$ cat config.mk
export PLATFORM = sky130hd
export DESIGN_NAME = status_byte_gen
export DESIGN_NICKNAME = d
export VERILOG_FILES = /design/src/rtl/stat_pkg.sv /design/src/rtl/stat_fsm.sv /design/src/rtl/stat_toggle.sv /design/src/rtl/stat_mux.sv /design/src/rtl/status_byte_gen.sv
export SDC_FILE = /design/constraint.sdc
export NUM_CORES = 1
export LEC_CHECK = 0
export ABC_AREA = 1
export BUFFER_PORTS_ARGS = -buffer_cell sky130_fd_sc_hd__buf_2
export CORE_AREA = 2 2 39 41
export CTS_CLUSTER_DIAMETER = 40
export DETAILED_ROUTE_END_ITERATION = 12
export DIE_AREA = 0 0 41 43
export HOLD_SLACK_MARGIN = 0.15
export PLACE_DENSITY_LB_ADDON = 0.12
export SETUP_SLACK_MARGIN = 0.5
export SYNTH_ARGS = -nofsm -noshare
export SYNTH_HDL_FRONTEND = slang
export SYNTH_SLANG_ARGS = --single-unit
export TNS_END_PERCENT = 10
$ cat constraint.sdc
create_clock -name clk -period 2.3 [get_ports clk]
set_clock_uncertainty 0.15 [all_clocks]
set_input_delay 0.345 -clock clk [delete_from_list [all_inputs] [get_ports clk]]
set_output_delay 0.345 -clock clk [all_outputs]
set_load 0.02 [all_outputs]
$ cat src/rtl/stat_pkg.sv
package stat_pkg;
    typedef enum logic [1:0] {
        ST_READ  = 2'd0,
        ST_PROG  = 2'd1,
        ST_ERASE = 2'd2,
        ST_FAIL  = 2'd3
    } stat_state_e;
endpackage

$ cat src/rtl/stat_fsm.sv
module stat_fsm
    import stat_pkg::*;
(
    input  logic clk,
    input  logic rst_n,
    input  logic eng_busy,
    input  logic eng_erase,
    input  logic eng_msb,
    input  logic eng_limit,
    input  logic exit_cmd,
    output logic poll_o,
    output logic running_o,
    output logic failed_o
);
    stat_state_e state_q, state_d;
    logic        poll_q, poll_d;

    // next-state and polling-bit capture
    always_comb begin
        state_d = state_q;
        poll_d  = poll_q;
        unique case (state_q)
            ST_READ: begin
                if (eng_busy) begin
                    state_d = eng_erase ? ST_ERASE : ST_PROG;
                    poll_d  = eng_erase ? 1'b0 : ~eng_msb;
                end
            end
            ST_PROG, ST_ERASE: begin
                if (eng_limit)      state_d = ST_FAIL;
                else if (!eng_busy) state_d = ST_READ;
            end
            ST_FAIL: begin
                if (exit_cmd) state_d = ST_READ;
            end
            default: state_d = ST_READ;
        endcase
    end

    // state register
    always_ff @(posedge clk or negedge rst_n) begin
        if (!rst_n) begin
            state_q <= ST_READ;
            poll_q  <= 1'b0;
        end else begin
            state_q <= state_d;
            poll_q  <= poll_d;
        end
    end

    // outputs
    always_comb begin
        running_o = 1'b0;
        failed_o  = 1'b0;
        unique case (state_q)
            ST_PROG, ST_ERASE: running_o = 1'b1;
            ST_FAIL:           failed_o  = 1'b1;
            default:           ;
        endcase
        poll_o = poll_q;
    end
endmodule

$ cat src/rtl/stat_toggle.sv
module stat_toggle (
    input  logic clk,
    input  logic rst_n,
    input  logic run_i,
    input  logic rd_n,
    output logic tog_o
);
    logic rdn_q;
    logic tog_q;
    logic strobe_end;

    assign strobe_end = rd_n & ~rdn_q;

    always_ff @(posedge clk or negedge rst_n) begin
        if (!rst_n) begin
            rdn_q <= 1'b1;
            tog_q <= 1'b0;
        end else begin
            rdn_q <= rd_n;
            if (run_i && strobe_end) tog_q <= ~tog_q;
        end
    end

    assign tog_o = tog_q;
endmodule

$ cat src/rtl/stat_mux.sv
module stat_mux #(
    parameter int DATA_W = 8
) (
    input  logic              run_i,
    input  logic              fail_i,
    input  logic              poll_i,
    input  logic              tog_i,
    input  logic [DATA_W-1:0] array_q,
    output logic [DATA_W-1:0] rd_data,
    output logic              stat_sel
);
    localparam int POLL_POS = DATA_W - 1;
    localparam int TOG_POS  = DATA_W - 2;
    localparam int LIM_POS  = DATA_W - 3;

    always_comb begin
        stat_sel = run_i | fail_i;
        if (stat_sel) begin
            rd_data           = '0;
            rd_data[POLL_POS] = poll_i;
            rd_data[TOG_POS]  = tog_i;
            rd_data[LIM_POS]  = fail_i;
        end else begin
            rd_data = array_q;
        end
    end
endmodule

$ cat src/rtl/status_byte_gen.sv
module status_byte_gen #(
    parameter int DATA_W = 8
) (
    input  logic              clk,
    input  logic              rst_n,
    input  logic              eng_busy,
    input  logic              eng_erase,
    input  logic              eng_msb,
    input  logic              eng_limit,
    input  logic              exit_cmd,
    input  logic              rd_n,
    input  logic [DATA_W-1:0] array_q,
    output logic [DATA_W-1:0] rd_data,
    output logic              stat_sel
);
    logic poll, running, failed, tog;

    stat_fsm u_fsm (
        .clk(clk), .rst_n(rst_n), .eng_busy(eng_busy), .eng_erase(eng_erase),
        .eng_msb(eng_msb), .eng_limit(eng_limit), .exit_cmd(exit_cmd),
        .poll_o(poll), .running_o(running), .failed_o(failed)
    );

    stat_toggle u_tog (
        .clk(clk), .rst_n(rst_n), .run_i(running), .rd_n(rd_n), .tog_o(tog)
    );

    stat_mux #(.DATA_W(DATA_W)) u_mux (
        .run_i(running), .fail_i(failed), .poll_i(poll), .tog_i(tog),
        .array_q(array_q), .rd_data(rd_data), .stat_sel(stat_sel)
    );
endmodule

# Word level (Yosys, flattened, before mapping)
# Cells that the tools add are included.
# Widths: inputs -> output; s select.
# op_classes
mux,10
bitwise,5
reduce_logical,5
n_eq_ne,6
# ops
op,count
$mux 2,5
$mux 8,1
$pmux 2 s3,1
$eq 2x2->1 const B,2
$ne 2x2->1 const B,2
$mux 1,3
$ne 3x3->1 const B,1
$not 1->1,3
$reduce_and 3->1,1
$eq 2x1->1 const B,1
$logic_not 2->1,1
$reduce_and 2->1,1
$reduce_or 2->1,1
$and 1x1->1,1
$logic_and 1x1->1,1
$or 1x1->1,1
# word_totals
wordCells,30
input_bits,16
out_inout_bits,9
regBits,5

# Depth between registers and ports, before layout
# Gate-level depths: netlist of run 1.
# logic_depth
depth_word,5
mapped_depth,7
depth_no_buf,7

# Cells and area by module
# A second synthesis of run 1 with hierarchy kept.
# hier_totals
hier_cells,64
hier_area_um2,397.9
# modules_own_cells
module,instances,area_per_inst_um2,cells_per_inst
stat_fsm,1,224.0,33
stat_mux,1,88.8,21
stat_toggle,1,85.1,10

# Least setup slack after synthesis of run 1
# OpenSTA, ideal clock, no wires.
# synth_path
path_type,reg2out
startpoint,register u_fsm.state_q[0]
endpoint,output rd_data[5]
path_stages_with_launch,6
t_arrival_ns,1.066
t_required_ns,1.805
setup_slack_ns,0.739
cell_sequence,dfrtp_1 inv_1 ha_1 inv_1 nand2_1 nand2_1
# synth_between
elab_chain_cells,5
word_cells_on_any_way,8
# synth_lines
element,line_no,rtl
"start, declared",stat_fsm.sv:15,"stat_state_e state_q, state_d;"
"start signal, assigned",stat_fsm.sv:46,state_q <= state_d;
$eq 2x1->1 / $eq 2x2->1 (equally long branches),stat_fsm.sv:55,unique case (state_q)
$reduce_or 2->1,stat_fsm.sv:55,
$mux 1,stat_fsm.sv:55,
$or 1x1->1 *,stat_mux.sv:17,stat_sel = run_i | fail_i;
via stat_sel,status_byte_gen.sv:14,output logic stat_sel
$mux 8 *,stat_mux.sv:18,if (stat_sel) begin
"end, declared",status_byte_gen.sv:13,"output logic [DATA_W-1:0] rd_data,"
# Mark *: on every way through the listed nets, which the timed path passes. The rest lies on a longest branch.

# Worst setup path in the final report of run 1
# layout_path
startpoint,register u_fsm.state_q[1]
endpoint,output rd_data[6]
# layout_between
elab_chain_cells,5
word_cells_on_any_way,8
# layout_lines
element,line_no
$eq 2x1->1 / $eq 2x2->1 (equally long branches),stat_fsm.sv:55
$reduce_or 2->1,stat_fsm.sv:55
$mux 1,stat_fsm.sv:55
$or 1x1->1 *,stat_mux.sv:17
$mux 8 *,stat_mux.sv:18
# Every way passes the cells marked *; elsewhere a longest branch is shown, timed or not.

==> results of run 1 <==
## timing repair
action | CTS | global route
hold buffers | 3 | 0
setup endpoints to repair | 9 | 7
gates resized for setup | 3 | 3
setup buffers | 2 | 0
pin swaps | 1 | 0
endpoints found under the hold margin | 7 | 0
## worst max path at each step
stage                       to  slack (ps)
global placement    rd_data[6]         540
global route        rd_data[7]         490
CTS                 rd_data[7]         500
floorplan           rd_data[5]         740
detailed placement  rd_data[5]         510
finish              rd_data[6]         550
## power by group
group	total [mW]	switching, mW	internal (mW)
registers	0.149	0.0247	0.124
clock network	0.100	0.0345	0.0655
logic	0.510	0.293	0.217
## layer usage
layer  GRT usage (%)  vias up  part of all wire, %
li1                -      233                    -
met1            11.9      181                   44
met2            15.6       13                   49
met3            3.14        2                  5.8
met4            10.0        0                  1.6
met5               0        -                    0
## layout by cell type, fill, tap and decap left out, types with 2 or more instances in the layout
| master | synthesis | routed |
|---|---|---|
| nand2_1 | 28 | 28 |
| buf_2 | 0 | 23 |
| inv_1 | 13 | 10 |
| nand3_1 | 4 | 4 |
| dfrtp_1 | 4 | 4 |
| inv_2 | 0 | 3 |
| clkbuf_4 | 0 | 3 |
| dlygate4sd3_1 | 0 | 3 |
| ha_1 | 3 | 2 |
| buf_4 | 0 | 2 |
## stage by stage
| step | utilization, % | hold slack [ps] | area [um^2] | setup slack [ps] |
|---|---|---|---|---|
| 4_1_cts | 43.7 | 174 | 604 | 503 |
| 5_1_grt | 43.9 | 191 | 607 | 492 |
| 3_3_place_gp | 36.7 | 15.8 | 508 | 539 |
| 3_5_place_dp | 36.7 | 15.5 | 508 | 514 |
| 2_1_floorplan | - | -101 | 379 | 739 |
| 6_report | 43.9 | 178 | 607 | 555 |
## worst max-delay path: stages (launching register included)
cell	delay (ps)
dfrtp_1	400
inv_2	90
ha_4	170
buf_12	110
nand2_1	40
nand2_1	50
buf_2	150
## registers in the layout (all words and copies together), names as in the netlist
| register | flops |
|---|---|
| u_fsm.poll_o | 1 |
| u_fsm.state_q | 2 |
| u_tog.rdn_q | 1 |
| u_tog.tog_o | 1 |
## area by class of cell
type	count	area share [%]
inverters	13	8.04
flip-flops and latches	5	20.8
well taps	16	3.30
repair buffers	29	29.7
clock buffers	4	4.33
multi-input cells	39	33.8
## cells by family after synthesis
logic type               synth area share, %
adder cells (fa/ha/maj)                 9.90
AND/OR/NAND/NOR                         36.6
AO/OA/AOI/OAI                           1.98
buffers and inverters                   15.8
XOR/XNOR                                2.31
flip-flops                              33.3
==> impl_metrics.py, run 1 <==
metrics = {
    "worst_hold_path": {
        "holdPathEnd": "u_fsm.poll_o$_DFFE_PN0P_",
        "hold_path.startpoint": "eng_erase",
        "min_path_cells": 2,
        "hp-class": "in -> reg",
    },
    "synth": {
        "syn_area_per_cell_um2": 6.54,
        "synth_edf_count": 0,
        "syn-num-nets": 77,
        "ys_seq_area_share_pct": 33.3,
        "async_reset_ff_share_pct": 100,
        "synth_cells": 58,
        "synth_area_um2": 379,
        "synth.most_common_cell": "nand2_1",
        "synthFlopType": "dfrtp_1",
        "synthTopCellsByArea": "nand2_1 (28%), dfrtp_1 (26%), inv_1 (13%)",
        "yosys.area.top_type_share_pct": 27.7,
        "yosysWarnings": 0,
        "yosys-top-cells-count": "nand2_1 (28), inv_1 (13), dfrtp_1 (4), nand3_1 (4), ha_1 (3)",
        "ys_types": 11,
        "synth_top_cell_by_area": "nand2_1",
        "yosys_register_bits": 5,
    },
    "finish": {
        "fin_cells": 106,
        "layout-drive-gt1-share_pct": 38.9,
        "seq_area_um2": 126,
        "finalNetCount": 110,
        "syn2layout_area_growth_pct": 60.1,
        "nFillCells": 144,
        "multiInputGateArea_um2": 205,
        "diodes": 0,
    },
    "timing": {
        "worst_slew_pin_slew_ps": 209,
        "max_freq_ghz": 0.573,
        "rsz0062_at_grt": "true",
        "slew_violations": 0,
        "fin_crit_ps": 1750,
        "post-route-period-util_pct": 75.9,
        "timing.final.setup_violations": 0,
        "maxSlewHeadroom_pct": 85.9,
        "hold_viol": 0,
        "fin_tns_setup_ps": 0,
    },
    "clocking": {
        "htree_levels": 1,
        "worst_skew_pair.late_latency_ps": 240,
        "clkSlewWorstSetupHoldPaths_ps": 40,
        "cts_tree": "built",
        "numCtsBuffers": 3,
        "clkSinkCount": 5,
        "root_buffer": "clkbuf_4",
        "clockBufferDepth": 2,
    },
    "floorplan": {
        "fp.dieW_um": 41,
        "die_y_um": 43,
        "die_area_um2": 1760,
        "io_pins": 25,
        "initial_core_util_pct": 27.4,
        "rows": 14,
        "core_area_um2": 1380,
    },
    "pwr": {
        "powerDensity_nw_per_um2": 1250,
        "irDropWorstVdd_uv": 647,
        "p_leak_nw": 0.399,
        "power_mw": 0.759,
    },
    "place": {
        "routabilityCongestion": 0.643,
        "port_buffers": 24,
        "dp_cells": 97,
        "hpwl_um": 695,
    },
    "global_route": {
        "overflow": 0,
        "track_usage_pct": 10.8,
        "grt_max_degree": 8,
        "antenna_found_initial": 0,
        "grt_pass1_vias": 359,
        "grt_pass1_wl_um": 1260,
    },
    "run": {
        "max_cap_viol_count": 0,
    },
    "worst_setup_path": {
        "reg2reg_to": "u_fsm.state_q[0]$_DFFE_PN0P_",
        "worstPathRequired_ps": 1800,
        "startpoint": "u_fsm.state_q[1]$_DFFE_PN0P_",
        "path_class": "reg -> out",
        "rr_startpoint": "u_fsm.state_q[0]$_DFFE_PN0P_",
        "crit_fanout": 7,
        "regToRegSetupSlack_ps": 890,
        "critPathCaptureType": "output pin",
        "start_kind": "flop",
        "rr_worst_depth": 6,
        "arrival_ps": 1250,
    },
    "route": {
        "drt-total-wl_um": 851,
        "wire_per_inst_um": 8.03,
        "drc": 0,
        "dr.pass1.iters": 4,
        "ant_nets": 0,
        "viasPerCell": 4.05,
        "vias": 429,
        "drtIter0Drc": 6,
    },
    "outcome": {
        "status": "finished clean",
    },
}
Power figures use the tool's default switching activity.
==> inputs of run 2 (changes only) <==
clock period = 1.5 ns   (was 2.3 ns; I/O delays follow)
==> run 2 against run 1 <==
Net effect:
- the run now ends with setup timing left
- core utilization is 8.0 points higher
- global-route usage is 3.9 points higher
- hold slack worse by 150 ps
- power is 91% higher
- sequential power is 50% higher
- critical path depth stayed put
- clock power is 48% higher
- largest cell class unchanged
- sequential share of layout area is 3.2 points lower
- worst setup slack worse by 630 ps
- first-iteration DRC count is 67% lower
- via count is 6.8% higher
- combinational power is 110% higher
- critical path type unchanged
==> impl_metrics.py, run 2 (synthesized netlist as in run 1, its figures left out) <==
metrics = {
    "outcome": {
        "status": "finished, violations left",
        "violations": "setup timing",
    },
    "timing": {
        "rsz0062_at_grt": "true",
        "worst_slew_pin_slew_ps": 177,
        "maxSlewHeadroom_pct": 88.1,
        "timing.final.setup_violations": 8,
        "fin_crit_ps": 1580,
        "setup_ws_ps": -79.0,
        "slew_violations": 0,
        "post-route-period-util_pct": 105,
        "max_freq_ghz": 0.633,
        "fin_tns_setup_ps": -552,
        "hold_ws_ps": 31.5,
        "hold_viol": 0,
    },
    "finish": {
        "top_register": "u_fsm.state_q",
        "final_cell_area_um2": 717,
        "fin_cells": 110,
        "diodes": 0,
        "post-route-util_pct": 51.8,
        "layout_commonest_cell": "nand2_1",
        "layout-drive-gt1-share_pct": 60.6,
        "syn2layout_area_growth_pct": 89.1,
        "largest_reg_flops": 2,
        "finalNetCount": 114,
        "layout_common_cells": "nand2_1 (19), buf_2 (15), nand2_2 (9)",
    },
    "global_route": {
        "grt_pass1_wl_um": 1690,
        "grt_pass1_vias": 441,
        "track_usage_pct": 14.7,
        "grt_max_degree": 6,
        "overflow": 0,
        "antenna_found_initial": 0,
    },
    "worst_hold_path": {
        "hold_path.startpoint": "eng_msb",
        "hp-class": "in -> reg",
    },
    "floorplan": {
        "fp.dieW_um": 41,
        "rows": 14,
        "core_area_um2": 1380,
        "die_y_um": 43,
        "die_area_um2": 1760,
        "io_pins": 25,
        "initial_core_util_pct": 27.4,
    },
    "route": {
        "drtIter0Drc": 2,
        "vias": 458,
        "drc": 0,
        "dr.pass1.iters": 4,
        "ant_nets": 0,
        "wire_per_inst_um": 9.15,
        "viasPerCell": 4.16,
        "drt-total-wl_um": 1010,
    },
    "run": {
        "max_cap_viol_count": 0,
    },
    "place": {
        "dp_slack_ps": 6.12,
        "port_buffers": 24,
        "post_dp_cell_area_um2": 538,
        "dp_cells": 99,
        "routabilityCongestion": 0.653,
    },
    "pwr": {
        "irDropWorstVdd_uv": 867,
        "p_leak_nw": 0.421,
        "power_mw": 1.45,
        "powerDensity_nw_per_um2": 2020,
    },
    "clocking": {
        "worst_skew_pair.late_latency_ps": 230,
        "clkSinkCount": 5,
        "clockBufferDepth": 2,
        "cts_hold_buf": 2,
        "cts_tree": "built",
        "clkSlewWorstSetupHoldPaths_ps": 40,
        "root_buffer": "clkbuf_4",
        "htree_levels": 1,
        "numCtsBuffers": 3,
    },
    "worst_setup_path": {
        "cp_top_family": "flip-flops",
        "arrival_ps": 1200,
        "crit_fanout": 5,
        "path_buf_inv": 4,
        "critPathCaptureType": "output pin",
        "path_class": "reg -> out",
        "start_kind": "flop",
        "cp_cell_sequence": "inv_2 > ha_4 > buf_6 > nand2_2 > inv_2 > buf_6",
        "cpPeakStageDelay_ps": 380,
        "cp_slowest_cell": "dfrtp_1",
        "startpoint": "u_fsm.state_q[0]$_DFFE_PN0P_",
        "worstPathRequired_ps": 1120,
        "rr_startpoint": "u_fsm.state_q[0]$_DFFE_PN0P_",
    },
}
-- run 2: cell type report --
type                       count  area (um^2)
sequential                     5          126
multi-input combinational     39          250
clock buffer                   4         26.3
tap                           16         20.0
inverter                      13         48.8
timing repair buffer          33          245
fill                         149          667
-- run 2: worst paths after layout --
| kind | depth (start not counted) | endpoint | slack (ps) |
|---|---|---|---|
| setup reg to reg | 7 | u_fsm.state_q[1]$_DFFE_PN0P_ | 10 |
| max in group asynchronous | 2 | u_tog.rdn_q$_DFF_PN1_ | 810 |
| hold reg to reg | 1 | u_tog.tog_o$_DFFE_PN0P_ | 320 |
| hold / removal | 2 | u_fsm.poll_o$_DFFE_PN0P_ | 30 |
| min in group asynchronous | 2 | u_fsm.state_q[0]$_DFFE_PN0P_ | 180 |
| setup / recovery | 6 | rd_data[1] | -80 |
-- run 2: repair_timing --
action,CTS,global route
pin swaps,3,2
setup buffers,5,0
resized for setup,22,8
endpoints found under the hold margin,7,1
endpoints found under the setup margin,13,13
-- run 2: per-layer routing --
metal | track usage (%) | wire [um] | up-vias
met5 | 0 | 0 | -
met4 | 10.0 | 0 | 0
met3 | 3.14 | 48 | 0
met2 | 24.7 | 566 | 11
met1 | 15.0 | 392 | 206
li1 | - | - | 241
-- run 2: where the power goes --
part	total [mW]	internal, mW	switching, mW
Clock	0.148	0.100	0.0482
Sequential	0.223	0.190	0.0329
Combinational	1.08	0.512	0.568
Total	1.45	0.802	0.649
